## config.mk

```make
export PLATFORM = sky130hd
export DESIGN_NAME = zsm_automute
export DESIGN_NICKNAME = d
export VERILOG_FILES = /design/src/rtl/zsm_pkg.sv /design/src/rtl/zsm_thresh_lut.sv /design/src/rtl/zsm_zero_counter.sv /design/src/rtl/zsm_mute_combine.sv /design/src/rtl/zsm_automute.sv
export SDC_FILE = /design/constraint.sdc
export NUM_CORES = 1
export LEC_CHECK = 0
export ABC_AREA = 1
export BUFFER_PORTS_ARGS = -buffer_cell sky130_fd_sc_hd__buf_2
export CORE_MARGIN = 5
export CORE_UTILIZATION = 50
export DETAILED_ROUTE_END_ITERATION = 8
export GPL_TIMING_DRIVEN = 0
export PLACE_DENSITY = 0.81
export SLEW_MARGIN = 15
export SYNTH_ARGS = -nofsm -noshare
export SYNTH_HDL_FRONTEND = slang
export SYNTH_SLANG_ARGS = --single-unit
```

## constraint.sdc

```tcl
create_clock -name clk -period 2.8 [get_ports clk]
set_clock_uncertainty 0.2 [all_clocks]
set_input_delay 0.56 -clock clk [delete_from_list [all_inputs] [get_ports clk]]
set_output_delay 0.56 -clock clk [all_outputs]
set_load 0.005 [all_outputs]
```

## src/rtl/zsm_pkg.sv

```systemverilog
package zsm_pkg;
   // Silence thresholds in samples at full scale, indexed by time code.
   function automatic int unsigned zsm_base_count(input logic [2:0] code);
      int unsigned n;
      case (code)
         3'd0:    n = 1104;
         3'd1:    n = 5088;
         3'd2:    n = 10224;
         3'd3:    n = 25584;
         3'd4:    n = 51360;
         3'd5:    n = 102240;
         3'd6:    n = 255840;
         default: n = 511680;
      endcase
      return n;
   endfunction

   localparam int unsigned ZSM_MAX_COUNT = 511680;
   localparam int unsigned ZSM_MAX_SHIFT = 4;
endpackage

```

## src/rtl/zsm_thresh_lut.sv

```systemverilog
module zsm_thresh_lut #(
   parameter int CNT_W     = 19,
   parameter int THR_SHIFT = 0
) (
   input  logic [2:0]       code,
   output logic [CNT_W-1:0] thr
);
   import zsm_pkg::*;
   // scaled table lookup
   always_comb begin
      thr = CNT_W'(zsm_base_count(code) >> THR_SHIFT);
   end
endmodule

```

## src/rtl/zsm_zero_counter.sv

```systemverilog
module zsm_zero_counter #(
   parameter int SAMPLE_W = 24,
   parameter int CNT_W    = 19
) (
   input  logic                clk,
   input  logic                rst_n,
   input  logic                en,
   input  logic                valid,
   input  logic [SAMPLE_W-1:0] sample,
   input  logic [CNT_W-1:0]    thr,
   output logic [CNT_W-1:0]    cnt,
   output logic                qual
);
   logic is_zero;

   assign is_zero = (sample == '0);

   always_ff @(posedge clk or negedge rst_n) begin
      if (!rst_n) begin
         cnt <= '0;
      end else if (!en) begin
         cnt <= '0;
      end else if (valid) begin          // idle cycles hold
         if (!is_zero)
            cnt <= '0;
         else if (cnt < thr)
            cnt <= cnt + 1'b1;           // stops at threshold
      end
   end

   assign qual = en && (cnt >= thr);
endmodule

```

## src/rtl/zsm_mute_combine.sv

```systemverilog
module zsm_mute_combine #(
   parameter int NCH = 2
) (
   input  logic           joint,
   input  logic [NCH-1:0] qual,
   output logic [NCH-1:0] mute,
   output logic           mute_all
);
   logic all_qual;

   assign all_qual = &qual;

   for (genvar ch = 0; ch < NCH; ch++) begin : g_ch
      // joint mode waits for every channel
      assign mute[ch] = joint ? all_qual : qual[ch];
   end

   assign mute_all = &mute;
endmodule

```

## src/rtl/zsm_automute.sv

```systemverilog
module zsm_automute #(
   parameter int SAMPLE_W  = 24,
   parameter int THR_SHIFT = 0
) (
   input  logic                clk,
   input  logic                rst_n,
   input  logic                smp_valid,
   input  logic [SAMPLE_W-1:0] smp_a,
   input  logic [SAMPLE_W-1:0] smp_b,
   input  logic                en_a,
   input  logic                en_b,
   input  logic                joint,
   input  logic [2:0]          tcode_a,
   input  logic [2:0]          tcode_b,
   output logic                mute_a,
   output logic                mute_b,
   output logic                mute_both
);
   import zsm_pkg::*;

   localparam int NCH     = 2;
   localparam int MAX_THR = int'(ZSM_MAX_COUNT >> THR_SHIFT);
   localparam int CNT_W   = $clog2(MAX_THR + 1);

   if (SAMPLE_W < 1) begin : g_bad_w
      $error("zsm_automute: SAMPLE_W must be at least 1");
   end
   if (THR_SHIFT < 0 || THR_SHIFT > int'(ZSM_MAX_SHIFT)) begin : g_bad_s
      $error("zsm_automute: THR_SHIFT must be within 0..4");
   end

   logic [SAMPLE_W-1:0] smp_arr [NCH];
   logic [2:0]          code_arr[NCH];
   logic [NCH-1:0]      en_arr;
   logic [CNT_W-1:0]    thr_w   [NCH];
   logic [CNT_W-1:0]    cnt_q   [NCH];
   logic [NCH-1:0]      qual;
   logic [NCH-1:0]      mute_w;

   assign smp_arr[0]  = smp_a;
   assign smp_arr[1]  = smp_b;
   assign code_arr[0] = tcode_a;
   assign code_arr[1] = tcode_b;
   assign en_arr      = {en_b, en_a};

   for (genvar ch = 0; ch < NCH; ch++) begin : g_chan
      zsm_thresh_lut #(
         .CNT_W    (CNT_W),
         .THR_SHIFT(THR_SHIFT)
      ) u_lut (
         .code(code_arr[ch]),
         .thr (thr_w[ch])
      );

      zsm_zero_counter #(
         .SAMPLE_W(SAMPLE_W),
         .CNT_W   (CNT_W)
      ) u_cnt (
         .clk   (clk),
         .rst_n (rst_n),
         .en    (en_arr[ch]),
         .valid (smp_valid),
         .sample(smp_arr[ch]),
         .thr   (thr_w[ch]),
         .cnt   (cnt_q[ch]),
         .qual  (qual[ch])
      );
   end

   zsm_mute_combine #(.NCH(NCH)) u_comb (
      .joint   (joint),
      .qual    (qual),
      .mute    (mute_w),
      .mute_all(mute_both)
   );

   assign mute_a = mute_w[0];
   assign mute_b = mute_w[1];
endmodule

```

==> run_results.csv, run 1 <==
group,metric,value,unit
cts,cts-buffers-inserted,5,
critical_path,required,2040,ps
final_layout,drive_gt1_frac,0.226,
critical_path,crit_fanout,7,
final_layout,top_register,"g_chan.u_cnt.cnt",
timing,fmax,339,MHz
yosys,yosys-mux-area-fraction,0,
drt,dr.pass1.iters,5,
pwr,p_int,0.000815,W
drt,vias_per_cell,5.41,
critical_path,critPathSlowestCell,"ha_1",
yosys,synth_top_family_by_area,"simple AND/OR/NAND/NOR gates",
yosys,synth-simple-area-share,0.483,
timing,period_share,1.05,
drt,drt-initial-drc-count,436,
critical_path,path_class,"in2out",
yosys,synth-compound-area-share,0.0435,
drt,ant_nets,0,
placed_design,dp.cells,805,
yosys,syn-cell-area,0.00392,mm²
pwr,clkPwrFrac,0.312,
drt,wl_per_cell,13.5,µm
critical_path,cp-start-kind,"input port",
yosys,synth_largest_area_cell,"dfrtp_1",
yosys,yosysTopAreaCellShare,0.243,
placed_design,dp_hpwl,8210,µm
timing,fin_hold_ws,178,ps
global_routing,first_global_vias,4063,
yosys,yosys_warnings,0,
yosys,syn-num-nets,735,
yosys,ys_async_sr_fraction,1.00,
yosys,netlist_instances,641,
timing,report.final.hold_viol_count,0,
global_routing,grt_pass1_wl,18400,µm
yosys,synth_adder_area_share,0.109,
critical_path,crit_path_cell_trace,"buf_8 > nor2_4 > inv_1 > a21oi_2 > ha_1 > nand2_2 > inv_1 > a21oi_2 > nand2_2 > nand2_2 > nand3_2 > nand2_2 > a21oi_2 > buf_2",
floorplanning,coreArea,0.00769,mm²
cts,postCtsHoldBufs,0,
cts,cts_max_path_buffers,2,
global_routing,grt_max_degree,39,
pwr,switching_share,0.292,
final_layout,largest_reg_flops,38,
cts,root_buffer,"clkbuf_8",
timing,rsz0062_at_grt,"yes",
yosys,synth_edf_count,0,
final_layout,antennaDiodeCount,0,
pwr,power,0.00115,W
global_routing,track_usage,0.225,
critical_path,cpPeakStageDelay,280,ps
timing,fin_ws,-153,ps
floorplanning,rows,32,
yosys,yosys-top-cells-area,"dfrtp_1 24%, nand2_1 23%, ha_1 11%",
pwr,p_leak,2.45,nW
cts,cts_tree,"yes",
cts,path_clk_slew,80,ps
cts,clk_latency,290,ps
final_layout,regArea,951,µm²
timing,worstMarginPinSlew,862,ps
yosys,ys_types,28,
worst_hold_path,hp-class,"in2async",
yosys,syn_area_per_cell,6.11,µm²
run,cap_violations,0,
floorplanning,initial_core_util,0.509,
pwr,p_per_area,234,mW/mm²
drt,drc,0,
pwr,peakVddDrop,0.170,mV
pwr,power_frac_seq,0.476,
final_layout,n_fill_cell,703,
final_layout,top_regs,"g_chan.u_cnt.cnt (38)",
pwr,power.switching,0.000336,W
final_layout,syn_to_final_growth,25.8,%
yosys,seq_area_frac_synth,0.243,
global_routing,grt-ovfl-total,0,
timing,slew_viol_final,0,
final_layout,multiInputGateArea,0.00297,mm²
critical_path,reg2reg_slack,40,ps
cts,cts.sinks,38,
floorplanning,die_x,98.5,µm
yosys,synth_xor_area_frac,0.0447,
drt,wirelength,11200,µm
floorplanning,fp.dieArea,0.00970,mm²
pwr,power.share.combinational,0.211,
critical_path,worstPathArrival,2190,ps
floorplanning,fp.dieH,98.5,µm
run_status,violations,"setup timing",
drt,dr_total_vias,4476,
timing,min_period,2950,ps
timing,setup_viol,17,
placed_design,pre_cts_slack,-516,ps
run_status,status,"finished, violations left",
timing,slew_headroom,0.425,
floorplanning,ios,63,
global_routing,antenna_found_initial,0,
critical_path,critical_path.most_common_cell,"nand2_2",
cts,htree_levels,2,
final_layout,nNetsFinal,820,
yosys,yosys_most_used_dff,"dfrtp_1",
critical_path,endpoint_kind,"primary output",
placed_design,numPortBuffers,62,
yosys,synth_seq_cells,38,
placed_design,place_congestion,0.944,
final_layout,stdcell_count,828,
worst max-delay path: cells and delay by family:
kind / cells / cell delay [ps]
and+or+nand+nor: 6 / 610
buffers and inverters: 4 / 390
AOI/OAI and AO/OA: 3 / 350
adders and majority gates: 1 / 280
per-layer routing:
metal	track usage	part of all wire	up-vias
met5	0	0	-
met4	0.0431	0.019	0
met3	0.0276	0.073	25
met1	0.310	0.44	2048
met2	0.381	0.47	187
li1	-	-	2216
path summary, 6_finish.rpt:
check | from | endpoint | cells past startpoint
worst max-delay path | tcode_a[0] | mute_b | 14
worst min-delay path | rst_n | g_chan[1].u_cnt.cnt[13]$_DFFE_PN0P_ | 1
worst max register to register | g_chan[1].u_cnt.cnt[15]$_DFFE_PN0P_ | g_chan[1].u_cnt.cnt[4]$_DFFE_PN0P_ | 17
worst min register to register | g_chan[0].u_cnt.cnt[1]$_DFFE_PN0P_ | g_chan[0].u_cnt.cnt[1]$_DFFE_PN0P_ | 2
max in group asynchronous | rst_n | g_chan[0].u_cnt.cnt[17]$_DFFE_PN0P_ | 1
min in group clk | g_chan[0].u_cnt.cnt[1]$_DFFE_PN0P_ | g_chan[0].u_cnt.cnt[1]$_DFFE_PN0P_ | 2
layout by cell type (no fill, tap or decap), types with 13 or more instances in the layout:
cell	netlist	layout
nor2_1	108	95
inv_1	67	59
nand3_1	43	38
buf_4	0	16
nand2_2	1	13
xor2_1	13	13
nor3_1	18	17
buf_2	1	57
nand4_1	23	23
dfrtp_1	38	38
ha_1	34	29
nand2_1	235	219
cell usage after synthesis (7+ instances only):
library cell and n:
nand2_1 235, nor2_1 108, inv_1 67, nand3_1 43, dfrtp_1 38, ha_1 34
nand4_1 23, a21oi_1 18, nor3_1 18, xor2_1 13, o21ai_0 7, xnor2_1 7
power by group through the flow:
stage / sequential (W) / clock [W] / combinational, W
6_report: 0.000548 / 0.000360 / 0.000243
5_1_grt: 0.000548 / 0.000401 / 0.000269
4_1_cts: 0.000548 / 0.000370 / 0.000212
3_5_place_dp: 0.000559 / 0 / 0.000181
3_3_place_gp: 0.000559 / 0 / 0.000173
2_1_floorplan: 0.000559 / 0 / 0.0000984
cells by family (layout without fill, tap and decap cells):
logic type,count (synthesis),after routing
fa+ha+maj,34,34
simple gates,443,443
buf+inv,75,160
compound gates,31,31
flops,38,38
xor+xnor,20,20
what timing repair did:
action,in CTS,in global routing
gates cloned,1,0
endpoints found under the setup margin,3,22
gates resized for setup,52,52
buffers inserted,11,4
pin swaps,19,20
metrics by stage:
| step | cell area (µm²) | util | TNS [ps] |
|---|---|---|---|
| global placement | 4350 | 0.566 | -3660 |
| CTS | 4700 | 0.611 | -444 |
| global route | 4930 | 0.641 | -3620 |
| finish | 4930 | 0.641 | -1450 |
| detailed placement | 4350 | 0.566 | -7200 |
| floorplan | 3920 | - | 0 |
area by class of cell:
class | instances | area share
multi-input cells | 528 | 0.603
flip-flops and latches | 38 | 0.193
repair buffers | 78 | 0.0975
inverters | 67 | 0.0521
well taps | 102 | 0.0259
clock buffers | 5 | 0.0140
plain buffers | 8 | 0.0124
clock inverters | 2 | 0.00203
Power figures use the tool's default switching activity.
==> inputs of run 2 (changes only) <==
--- a/config.mk
+++ b/config.mk
@@ -6,11 +6,10 @@
 export NUM_CORES = 1
 export LEC_CHECK = 0
-export ABC_AREA = 1
+export ABC_AREA = 0
 export BUFFER_PORTS_ARGS = -buffer_cell sky130_fd_sc_hd__buf_2
-export CORE_MARGIN = 5
 export CORE_UTILIZATION = 50
 export DETAILED_ROUTE_END_ITERATION = 8
 export GPL_TIMING_DRIVEN = 0
-export PLACE_DENSITY = 0.81
+export PLACE_DENSITY = 0.82
 export SLEW_MARGIN = 15
 export SYNTH_ARGS = -nofsm -noshare
==> constraint.sdc (replaced) <==
create_clock -name clk -period 2.8 [get_ports clk]
set_clock_uncertainty 0.2 [all_clocks]
set_input_delay 0.56 -clock clk [delete_from_list [all_inputs] [get_ports clk]]
set_output_delay 0.56 -clock clk [all_outputs]
set_load 0.05 [all_outputs]
==> run_results.csv, run 2 <==
group,metric,value,unit
run_status,status,"finished, violations left",
run_status,violations,"setup timing",
timing,slew_viol_final,0,
floorplanning,fp.dieArea,0.00691,mm²
final_layout,drive_gt1_frac,0.353,
cts,clk_latency,320,ps
timing,slew_headroom,0.410,
cts,cts.sinks,38,
yosys,yosysTopAreaCellShare,0.289,
timing,fin_setup_tns,-4080,ps
pwr,power,0.00126,W
critical_path,critPathSlowestCell,"or2_4",
yosys,yosys_most_used_dff,"dfrtp_1",
global_routing,grt_max_degree,39,
worst_hold_path,hp-class,"in2async",
final_layout,final_cell_mix,"57 x buf_2, 38 x nand2_1, 38 x dfrtp_1, 29 x nand3_1, 28 x ha_1",
yosys,synth_most_common_cell,"nand2_1",
cts,htree_levels,2,
global_routing,grt_use_met2,0.452,
global_routing,met1_usage,0.365,
yosys,syn_area_per_cell,8.23,µm²
yosys,synth_seq_cells,38,
drt,drc,0,
run,cap_violations,0,
critical_path,path_class,"in2out",
drt,wl_per_cell,20.0,µm
global_routing,grt-ovfl-total,0,
placed_design,place_congestion,0.886,
critical_path,endpoint_kind,"primary output",
critical_path,crit_family,"compound AO/OA/AOI/OAI gates",
yosys,ys_async_sr_fraction,1.00,
timing,report.final.hold_viol_count,0,
final_layout,multiInputGateArea,0.00269,mm²
final_layout,regArea,951,µm²
floorplanning,coreArea,0.00635,mm²
final_layout,top_regs,"g_chan.u_cnt.cnt (38)",
yosys,yosys-top-cells-area,"dfrtp_1 29%, ha_1 13%, nand3_1 5.5%",
drt,wirelength,11400,µm
global_routing,first_global_vias,3306,
floorplanning,initial_core_util,0.518,
final_layout,largest_reg_flops,38,
cts,cts_max_path_buffers,2,
final_layout,postLayoutCellArea,0.00462,mm²
cts,cts-buffers-inserted,5,
cts,root_buffer,"clkbuf_8",
critical_path,critPathBufInv,2,
timing,fmax,312,MHz
global_routing,met3_usage,0.0477,
timing,fin_hold_ws,162,ps
global_routing,grt_pass1_wl,15400,µm
global_routing,track_usage,0.273,
drt,ant_nets,0,
critical_path,required,2040,ps
critical_path,cp-start-kind,"input port",
yosys,ys_top_cells_by_count,"41 x nand2_1, 38 x dfrtp_1, 36 x nand3_1",
cts,path_clk_slew,90,ps
final_layout,layout_commonest_cell,"buf_2",
final_layout,nNetsFinal,586,
yosys,syn-num-nets,494,
yosys,syn-cell-area,0.00329,mm²
final_layout,n_fill_cell,378,
final_layout,top_register,"g_chan.u_cnt.cnt",
final_layout,syn_to_final_growth,40.5,%
timing,fin_ws,-408,ps
pwr,p_leak,2.00,nW
yosys,yosys_warnings,0,
yosys,synth_largest_area_cell,"dfrtp_1",
timing,setup_viol,29,
final_layout,antennaDiodeCount,0,
yosys,netlist_instances,400,
floorplanning,fp.dieH,83.1,µm
drt,drt-initial-drc-count,427,
drt,dr.pass1.iters,5,
placed_design,numPortBuffers,61,
yosys,synth_edf_count,0,
timing,min_period,3210,ps
global_routing,grt-busiest-layer,"met2",
timing,period_share,1.15,
critical_path,crit_fanout,6,
floorplanning,rows,29,
floorplanning,ios,63,
timing,worstMarginPinSlew,885,ps
critical_path,crit_path_cell_trace,"buf_12 > or2_4 > nor2_4 > a21o_1 > ha_4 > and4_4 > o21a_1 > o21ai_2 > a21bo_4 > a21oi_4 > buf_6",
floorplanning,die_x,83.1,µm
critical_path,worstPathArrival,2450,ps
pwr,p_per_area,272,mW/mm²
placed_design,place_area,0.00387,mm²
cts,cts_tree,"yes",
yosys,seq_area_frac_synth,0.289,
drt,vias_per_cell,7.09,
global_routing,antenna_found_initial,0,
critical_path,cpPeakStageDelay,290,ps
placed_design,dp_hpwl,6680,µm
timing,rsz0062_at_grt,"yes",
drt,dr_total_vias,4040,
pwr,peakVddDrop,0.231,mV
yosys,ys_types,52,
-- run 2: changes by cell type after synthesis, moves of 14 or more --
cell,before,now
nand2_1,235,41
nor2_1,108,14
inv_1,67,17
o21ai_0,7,32
o31ai_1,0,16
o211ai_1,0,15
nand4_1,23,9
-- run 2: repair_timing --
item	in CTS	in global routing
hold buffers	0	0
pin swaps	22	38
gates cloned	0	2
gates resized for setup	44	67
buffers inserted	8	17
endpoints found under the setup margin	39	38
-- run 2: area by class of cell --
cell class | instances | area share
flip-flops and latches | 38 | 0.206
multi-input cells | 329 | 0.583
well taps | 77 | 0.0208
plain buffers | 14 | 0.0268
repair buffers | 87 | 0.126
clock inverters | 2 | 0.00812
inverters | 17 | 0.0138
clock buffers | 6 | 0.0157
-- run 2: final timing paths --
| kind | startpoint | depth (start not counted) | to | slack (ps) |
|---|---|---|---|---|
| setup / recovery | tcode_a[1] | 11 | mute_a | -410 |
| hold / removal | rst_n | 1 | g_chan[0].u_cnt.cnt[14]$_DFFE_PN0P_ | 160 |
| setup reg to reg | g_chan[0].u_cnt.cnt[17]$_DFFE_PN0P_ | 11 | g_chan[0].u_cnt.cnt[2]$_DFFE_PN0P_ | -20 |
| hold reg to reg | g_chan[0].u_cnt.cnt[18]$_DFFE_PN0P_ | 1 | g_chan[0].u_cnt.cnt[18]$_DFFE_PN0P_ | 320 |
| max in group asynchronous | rst_n | 1 | g_chan[1].u_cnt.cnt[14]$_DFFE_PN0P_ | 1680 |
| min in group clk | g_chan[0].u_cnt.cnt[18]$_DFFE_PN0P_ | 1 | g_chan[0].u_cnt.cnt[18]$_DFFE_PN0P_ | 320 |
-- run 2: worst reg2reg max path, cell delays in order, from the launching register on --
cell,delay (ps)
dfrtp_1,480
ha_1,340
nand4_1,190
inv_1,110
a211oi_4,350
buf_4,180
buf_6,110
and2_4,140
buf_6,100
nand3_4,130
clkbuf_16,220
o31ai_4,170
-- run 2: layer usage --
layer / up-vias / routed length, µm / part of all wire
met5: - / 0 / 0
met4: 0 / 543 / 0.048
met3: 62 / 1210 / 0.11
met2: 344 / 5440 / 0.48
met1: 1899 / 4230 / 0.37
li1: 1735 / - / -
-- run 2: power by group --
part	internal, W	leakage, nW	total (W)	switching [W]
sequential	0.000548	0.531	0.000548	0.00000000000316
clock	0.000266	0.0514	0.000502	0.000235
combinational	0.0000922	1.42	0.000206	0.000114
-- run 2: stage by stage --
stage | utilization | instances | setup WS (ps)
after floorplan | - | 400 | -358
after global placement | 0.609 | 538 | -820
after detailed placement | 0.609 | 538 | -885
after CTS | 0.660 | 552 | -408
after global routing | 0.728 | 570 | -511
final | 0.728 | 570 | -408
-- run 2: cell families (layout without fill, tap and decap cells) --
kind of cell	count (synthesis)	after routing	synth area share
adder cells (fa/ha/maj)	34	34	0.129
buffers and inverters	33	126	0.0399
multiplexers	3	3	0.00913
flip-flops	38	38	0.289
XOR/XNOR	1	1	0.00266
AO/OA/AOI/OAI	120	120	0.246
AND/OR/NAND/NOR	171	171	0.284
